--- src/rtl/pci_par_pkg.sv ---
package pci_par_pkg;

    // role of the bridge on this bus for one data phase: {receiver, master}
    typedef enum logic [1:0] {
        ROLE_TGT_SEND = 2'b00,
        ROLE_MST_SEND = 2'b01,
        ROLE_TGT_RECV = 2'b10,
        ROLE_MST_RECV = 2'b11
    } role_e;

    typedef struct packed {
        logic  valid;
        role_e role;
        logic  sum;     // XOR of data and byte enables
    } phase_t;

    typedef struct packed {
        logic own_err;     // parity mismatch on a checked phase
        logic own_mst;     // that phase was a master read
        logic peer_watch;  // phase sent as master, watch peer error line
    } verdict_t;

    localparam int STICKY_N = 2;
    localparam int IDX_DPE  = 0;
    localparam int IDX_MDPE = 1;

    function automatic logic role_checks(input role_e r);
        return (r == ROLE_TGT_RECV) || (r == ROLE_MST_RECV);
    endfunction

    function automatic logic role_watches_peer(input role_e r);
        return r == ROLE_MST_SEND;
    endfunction

endpackage

--- src/rtl/pci_par_capture.sv ---
module pci_par_capture
    import pci_par_pkg::*;
#(
    parameter int DATA_W = 32,
    parameter int BE_W   = 4
) (
    input  logic              clk,
    input  logic              rst,
    input  logic [DATA_W-1:0] ad_i,
    input  logic [BE_W-1:0]   cbe_n_i,
    input  logic              par_i,
    input  logic              phase_done_i,
    input  logic              receiver_i,
    input  logic              master_i,
    output verdict_t          verdict_o
);

    localparam int SUM_W = DATA_W + BE_W;

    phase_t            s1_q;
    verdict_t          v_q;
    logic [SUM_W-1:0]  bits;

    assign bits = {ad_i, cbe_n_i};

    // edge T: fold data phase into one bit and remember the role
    always_ff @(posedge clk) begin
        if (rst) begin
            s1_q <= '0;
        end else begin
            s1_q.valid <= phase_done_i;
            s1_q.role  <= role_e'({receiver_i, master_i});
            s1_q.sum   <= ^bits;
        end
    end

    // edge T+1: parity line arrives, form the verdict
    always_ff @(posedge clk) begin
        if (rst) begin
            v_q <= '0;
        end else begin
            v_q.own_err    <= s1_q.valid && role_checks(s1_q.role) && (s1_q.sum ^ par_i);
            v_q.own_mst    <= s1_q.role == ROLE_MST_RECV;
            v_q.peer_watch <= s1_q.valid && role_watches_peer(s1_q.role);
        end
    end

    assign verdict_o = v_q;

endmodule

--- config.mk ---
export PLATFORM = sky130hd
export DESIGN_NAME = pci_par_capture
export DESIGN_NICKNAME = d
export VERILOG_FILES = /design/src/rtl/pci_par_pkg.sv /design/src/rtl/pci_par_capture.sv
export SDC_FILE = /design/constraint.sdc
export NUM_CORES = 1
export LEC_CHECK = 0
export ABC_AREA = 1
export BUFFER_PORTS_ARGS = -buffer_cell sky130_fd_sc_hd__clkbuf_2
export CAP_MARGIN = 20
export CORE_MARGIN = 1.5
export CORE_UTILIZATION = 30
export DETAILED_ROUTE_END_ITERATION = 8
export PLACE_DENSITY = 0.51
export SYNTH_ARGS = -nofsm -noshare
export SYNTH_HDL_FRONTEND = slang
export SYNTH_SLANG_ARGS = --single-unit
--- constraint.sdc ---
create_clock -name clk -period 2.6 [get_ports clk]
set_clock_uncertainty 0.05 [all_clocks]
set_input_delay 0.13 -clock clk [delete_from_list [all_inputs] [get_ports clk]]
set_output_delay 0.13 -clock clk [all_outputs]
set_load 0.02 [all_outputs]
Word level (Yosys, flattened, before mapping)
Cells that the tools add are included.

word-level totals
  flip-flop bits (word level) = 7
  logic and storage cells = 15
  input bits = 42
  output and inout port bits = 3

operators by class
  bitwise operators = 1
  reduce and logical (&&, ||, !) cells = 5
  equality and inequality tests = 3

operators with widths
  cell                count
  $reduce_xor 36->1   1
  $eq 2x2->1 const B  2
  $logic_and 1x1->1   3
  $eq 2x1->1 const B  1
  $logic_or 1x1->1    1
  $xor 1x1->1         1

Logic depth before layout (Yosys ltp)
Gate-level depths: netlist of run 1.

  word-level depth = 4
  depth in mapped cells = 14
  mapped depth without buffers = 14

Least setup slack after synthesis of run 1
OpenSTA, ideal clock, no wires.

  path kind = input port to flip-flop
  from = input cbe_n_i[3]
  to = register s1_q[0] (netlist bit)
  required time = 2435 ps
  path buffers = 0
  setup slack = 1515 ps
  arrival = 920 ps
  stages on the path = 10
  library setup time = 115 ps
  cells stage by stage = xnor2_1 -> nand2_1 -> nand2_1 -> nand2_1 -> nand2_1 -> nand2_1 -> nand2_1 -> nand2_2 -> a21oi_1 -> nor2_1

on the way
  longest elaborated chain between the ends = 1

RTL lines
  item               RTL line               text
  from (decl)        pci_par_capture.sv:10  input logic [BE_W-1:0] cbe_n_i,
  $reduce_xor 36->1  pci_par_capture.sv:33  s1_q.sum <= ^bits;
  to (decl)          pci_par_capture.sv:20  phase_t s1_q;

No other way between the ends.
A chain may end at the register's enable or synchronous reset.

Worst setup path in the final report of run 1
Same ends and word-level chain as after synthesis.

==> flow_summary.json, run 1 <==
{
  "yosys_warnings": 0,
  "cts_resized": 0,
  "place_area_um2": 1371,
  "avgRoutedWirePerCell_um": 6.367,
  "r2r_start": "s1_q[2]",
  "fp.coreArea_um2": 3416,
  "rsz0062_at_grt": "no",
  "postLayoutCellArea_um2": 1398,
  "cts_made_buffers": 3,
  "syn_inst": 244,
  "start_kind": "primary input",
  "vias": 1338,
  "reg2regPathDepth": 2,
  "min_period_ps": 1074,
  "dp_cells": 334,
  "max_freq_mhz": 931.5,
  "cp.arrival_ps": 1160,
  "worstSkewPairLatency_ps": 240,
  "period_share_pct": 41.29,
  "gp_routability_congestion": 0.6962,
  "yosysSeqAreaShare_pct": 12.81,
  "layout_commonest_cell": "nand2_1",
  "fp.dieArea_um2": 4016,
  "area_growth_pct": 27.80,
  "dp_hpwl_mm": 1.905,
  "ir_drop_uv": 76.50,
  "synth.avg_cell_area_um2": 4.482,
  "grt_use_total_pct": 12.20,
  "io_pins": 45,
  "crit_end": "s1_q[0]",
  "ys_types": 13,
  "hold_viol_final": 0,
  "synth_fp_nets": 286,
  "mostFrequentLayoutCells": "nand2_1 (167), clkbuf_2 (44), inv_1 (38)",
  "relSlewSlack_pct": 82.14,
  "timing.rr.end": "verdict_o[2]",
  "htreeDepth": 1,
  "ant_nets": 0,
  "endpoint_kind": "flop",
  "cp_max_fo": 3,
  "nets": 335,
  "grt_pass1_vias": 1148,
  "antenna_found_initial": 0,
  "finalMaxSlewViolations": 0,
  "cts_hold_buf": 0,
  "fin_cells": 338,
  "initial_utilization_pct": 32.01,
  "via_per_inst": 3.959,
  "grt_max_degree": 8,
  "die_w_um": 63.38,
  "holdCritPathClass": "in -> reg",
  "drcViolationCount": 0,
  "finalWirelength_mm": 2.152,
  "final-setup-viol-count": 0,
  "cts_tree": "yes",
  "overflow": 0,
  "first_pass_iters": 4,
  "port_buffers": 44,
  "ys_seq_elements": 7,
  "cts.path.max_buffers": 2,
  "setup.worst_path.start": "cbe_n_i[3]",
  "diodes": 0,
  "die_h_um": 63.38,
  "r2r_slack_ps": 1820,
  "crit_type": "in -> reg",
  "crit_required_ps": 2680,
  "cts_root_buf": "clkbuf_4",
  "p_leak_nw": 1.009,
  "fin_tns_setup_ps": 0,
  "clock-sinks": 7,
  "post_cts_buffers": 0,
  "clk_pin_slew_worst_paths_ps": 50,
  "syn_area_um2": 1094,
  "p_per_area_nw_per_um2": 304.2,
  "drive_gt1_share_pct": 20.55,
  "num_rows": 21,
  "grt_pass1_wl_mm": 4.271,
  "drv_cap": 0,
  "worst_pin_slew_ps": 266.0,
  "drtIter0Drc": 51,
  "outcome": "complete, no violations"
}
## worst min path at each step
stage                from       to  slack, ps  cells past startpoint
4_1_cts          master_i  s1_q[1]         10                      3
3_5_place_dp     master_i  s1_q[1]        280                      3
3_3_place_gp     master_i  s1_q[1]        270                      3
2_1_floorplan         rst  s1_q[1]        150                      1
5_1_grt        receiver_i  s1_q[2]         10                      3
6_report         master_i  s1_q[1]         20                      3
## state kept, by name, summed over array words and instances, names as in the netlist
register,cells
s1_q,4
verdict_o,3
## stage by stage
stage	util (%)	worst slack, ps	hold WS [ps]	total power, mW
3_5_place_dp	40.15	1302	275.5	0.3345
4_1_cts	40.92	1539	11.15	0.4331
6_report	40.92	1526	21.25	0.4251
2_1_floorplan	-	1515	151.2	0.2687
5_1_grt	40.92	1333	11.98	0.4832
3_3_place_gp	40.15	1296	274.2	0.3338
## metal layers
metal	part of all wire [%]	vias up	GRT usage [%]
li1	-	795	-
met1	53	518	16.72
met2	43	25	20.39
met3	3.7	0	1.071
met4	0	0	3.261
met5	0	-	0
## critical path: stages
cell      delay, ps
clkbuf_2        100
xnor2_1         260
nand2_1         110
nand2_1          60
nand2_1          50
nand2_1          70
nand2_1          60
nand2_1          60
nand2_2          60
a21oi_1         140
nor2_1           60
## logic make-up (layout without fill, tap and decap cells)
kind of cell	count (synthesis)	in the layout	synth area share, %
DFF	7	7	12.81
AOI/OAI and AO/OA	1	1	0.4572
xor gates and xnor gates	6	6	4.805
buffers and inverters	43	91	14.76
and+or+nand+nor	187	187	67.16
## area by class of cell
type / instances / area, um2
Clock buffer: 4 / 26.28
Multi-Input combinational cell: 194 / 792.0
Fill cell: 420 / 2018
Tap cell: 46 / 57.56
Inverter: 43 / 161.4
Timing Repair Buffer: 44 / 220.2
Sequential cell: 7 / 140.1
## cell usage after synthesis
cell type	instances	area, um2
a21oi_1	1	5.000
dfxtp_1	7	140.1
inv_1	38	142.6
inv_2	5	18.77
nand2_1	167	626.9
nand2_2	4	25.02
nand3_1	2	10.01
nand3_2	1	10.01
nor2_1	7	26.28
nor2_2	3	18.77
nor3_1	1	5.000
nor4_1	2	12.51
xnor2_1	6	52.55
## power by group
part | internal, mW | total, mW | leakage, nW | switching (mW)
Combinational | 0.0881 | 0.215 | 0.936 | 0.127
Sequential | 0.114 | 0.116 | 0.0576 | 0.00208
Clock | 0.0583 | 0.0942 | 0.0150 | 0.0359
Total | 0.260 | 0.425 | 1.01 | 0.165
Note: power is estimated with default switching activity, not from simulation.
==> run 2: changes to the inputs <==
==> constraint.sdc (replaced) <==
create_clock -name clk -period 1.1 [get_ports clk]
set_clock_uncertainty 0.05 [all_clocks]
set_input_delay 0.055 -clock clk [delete_from_list [all_inputs] [get_ports clk]]
set_output_delay 0.055 -clock clk [all_outputs]
set_load 0.02 [all_outputs]
==> flow_summary.json, run 2 (same netlist as run 1, synthesis figures left out) <==
{
  "cp_max_fo": 3,
  "layout_commonest_cell": "nand2_1",
  "grt_pass1_vias": 1132,
  "fp.dieArea_um2": 4016,
  "clock-sinks": 7,
  "clk_pin_slew_worst_paths_ps": 50,
  "gp_routability_congestion": 0.6960,
  "crit_type": "in -> reg",
  "p_leak_nw": 1.028,
  "largest_register": "s1_q",
  "area_growth_pct": 32.95,
  "cts_tree": "yes",
  "worst_pin_slew_ps": 293.4,
  "dp_hpwl_mm": 1.879,
  "overflow": 0,
  "io_pins": 45,
  "multiInputGateArea_um2": 818.3,
  "fillers": 410,
  "cts.path.max_buffers": 2,
  "drcViolationCount": 0,
  "min_period_ps": 931.6,
  "cts_made_buffers": 3,
  "drtIter0Drc": 42,
  "ant_nets": 0,
  "via_per_inst": 3.959,
  "first_pass_iters": 4,
  "cp.arrival_ps": 1020,
  "endpoint_kind": "flop",
  "mostFrequentLayoutCells": "nand2_1 (163), clkbuf_2 (44), inv_1 (38)",
  "fp.coreArea_um2": 3416,
  "start_kind": "primary input",
  "num_rows": 21,
  "cts_root_buf": "clkbuf_4",
  "die_w_um": 63.38,
  "diodes": 0,
  "finalWirelength_mm": 2.140,
  "place_area_um2": 1371,
  "finalMaxSlewViolations": 0,
  "initial_utilization_pct": 32.01,
  "drv_cap": 0,
  "largest_register_ffs": 4,
  "grt_use_total_pct": 11.74,
  "period_share_pct": 84.69,
  "avgRoutedWirePerCell_um": 6.276,
  "vias": 1350,
  "port_buffers": 44,
  "ir_drop_uv": 226.8,
  "nets": 338,
  "max_freq_mhz": 1073,
  "htreeDepth": 1,
  "worstSkewPairLatency_ps": 240,
  "fin_tns_setup_ps": 0,
  "final-setup-viol-count": 0,
  "rsz0062_at_grt": "no",
  "p_per_area_nw_per_um2": 708.5,
  "outcome": "complete, no violations",
  "crit_required_ps": 1190,
  "hold_viol_final": 0,
  "relSlewSlack_pct": 80.30,
  "grt_pass1_wl_mm": 4.098,
  "grt_max_degree": 8,
  "postLayoutCellArea_um2": 1454,
  "holdCritPathClass": "in -> reg",
  "drive_gt1_share_pct": 22.37,
  "antenna_found_initial": 0,
  "die_h_um": 63.38,
  "ff_latch_area_um2": 140.1
}
run 2: report_power, final:
group	internal, mW	total [mW]	switching (mW)
clock network	0.138	0.229	0.0908
logic	0.222	0.528	0.306
registers	0.269	0.273	0.00477
run 2: metrics by stage:
stage | power (mW) | utilization (%) | cells | setup WS, ps | hold slack (ps)
3_3_place_gp | 0.7889 | 40.15 | 334 | -128.2 | 199.1
3_5_place_dp | 0.7888 | 40.15 | 334 | -138.4 | 200.9
4_1_cts | 1.033 | 41.79 | 341 | 110.7 | 11.98
2_1_floorplan | 0.6351 | - | 244 | 90.02 | 76.18
6_report | 1.030 | 42.56 | 341 | 168.4 | 19.53
5_1_grt | 1.161 | 42.56 | 341 | 0.6440 | 15.03
run 2: metal layers:
metal	vias to the layer above	GRT usage, %	share of wire [%]
met5	-	0	0
met4	0	3.261	0
met3	0	1.071	3.9
met2	25	20.66	46
met1	522	15.18	50
li1	803	-	-
run 2: path summary, 6_finish.rpt:
path                    from           end  slack [ps]  cells past startpoint
setup / recovery  cbe_n_i[3]       s1_q[0]         170                     13
hold / removal           rst       s1_q[1]          20                      2
setup reg to reg     s1_q[2]  verdict_o[2]         330                      2
hold reg to reg      s1_q[2]  verdict_o[0]         370                      1
run 2: repair_timing:
action / in CTS / in global routing
resized for setup: 0 / 7
hold buffers: 3 / 0
setup endpoints to repair: 0 / 1
setup buffers: 0 / 0
endpoints found under the hold margin: 3 / 0
run 2: final cells by class:
type	count	area share [%]
Clock buffer	4	1.807
Inverter	43	11.10
Multi-Input combinational cell	194	56.28
Sequential cell	7	9.639
Tap cell	46	3.959
Timing Repair Buffer	47	17.21
run 2: worst max-delay path: stages:
cell and delay (ps):
clkbuf_2 120, nor2_1 190, nor2_4 60, nand2_1 80, nand2_1 60, nand2_1 60
nand2_1 60, nand2_1 50, nand2_1 50, nand2_1 90, nand3_2 60, nand2_1 60
nor2_1 30
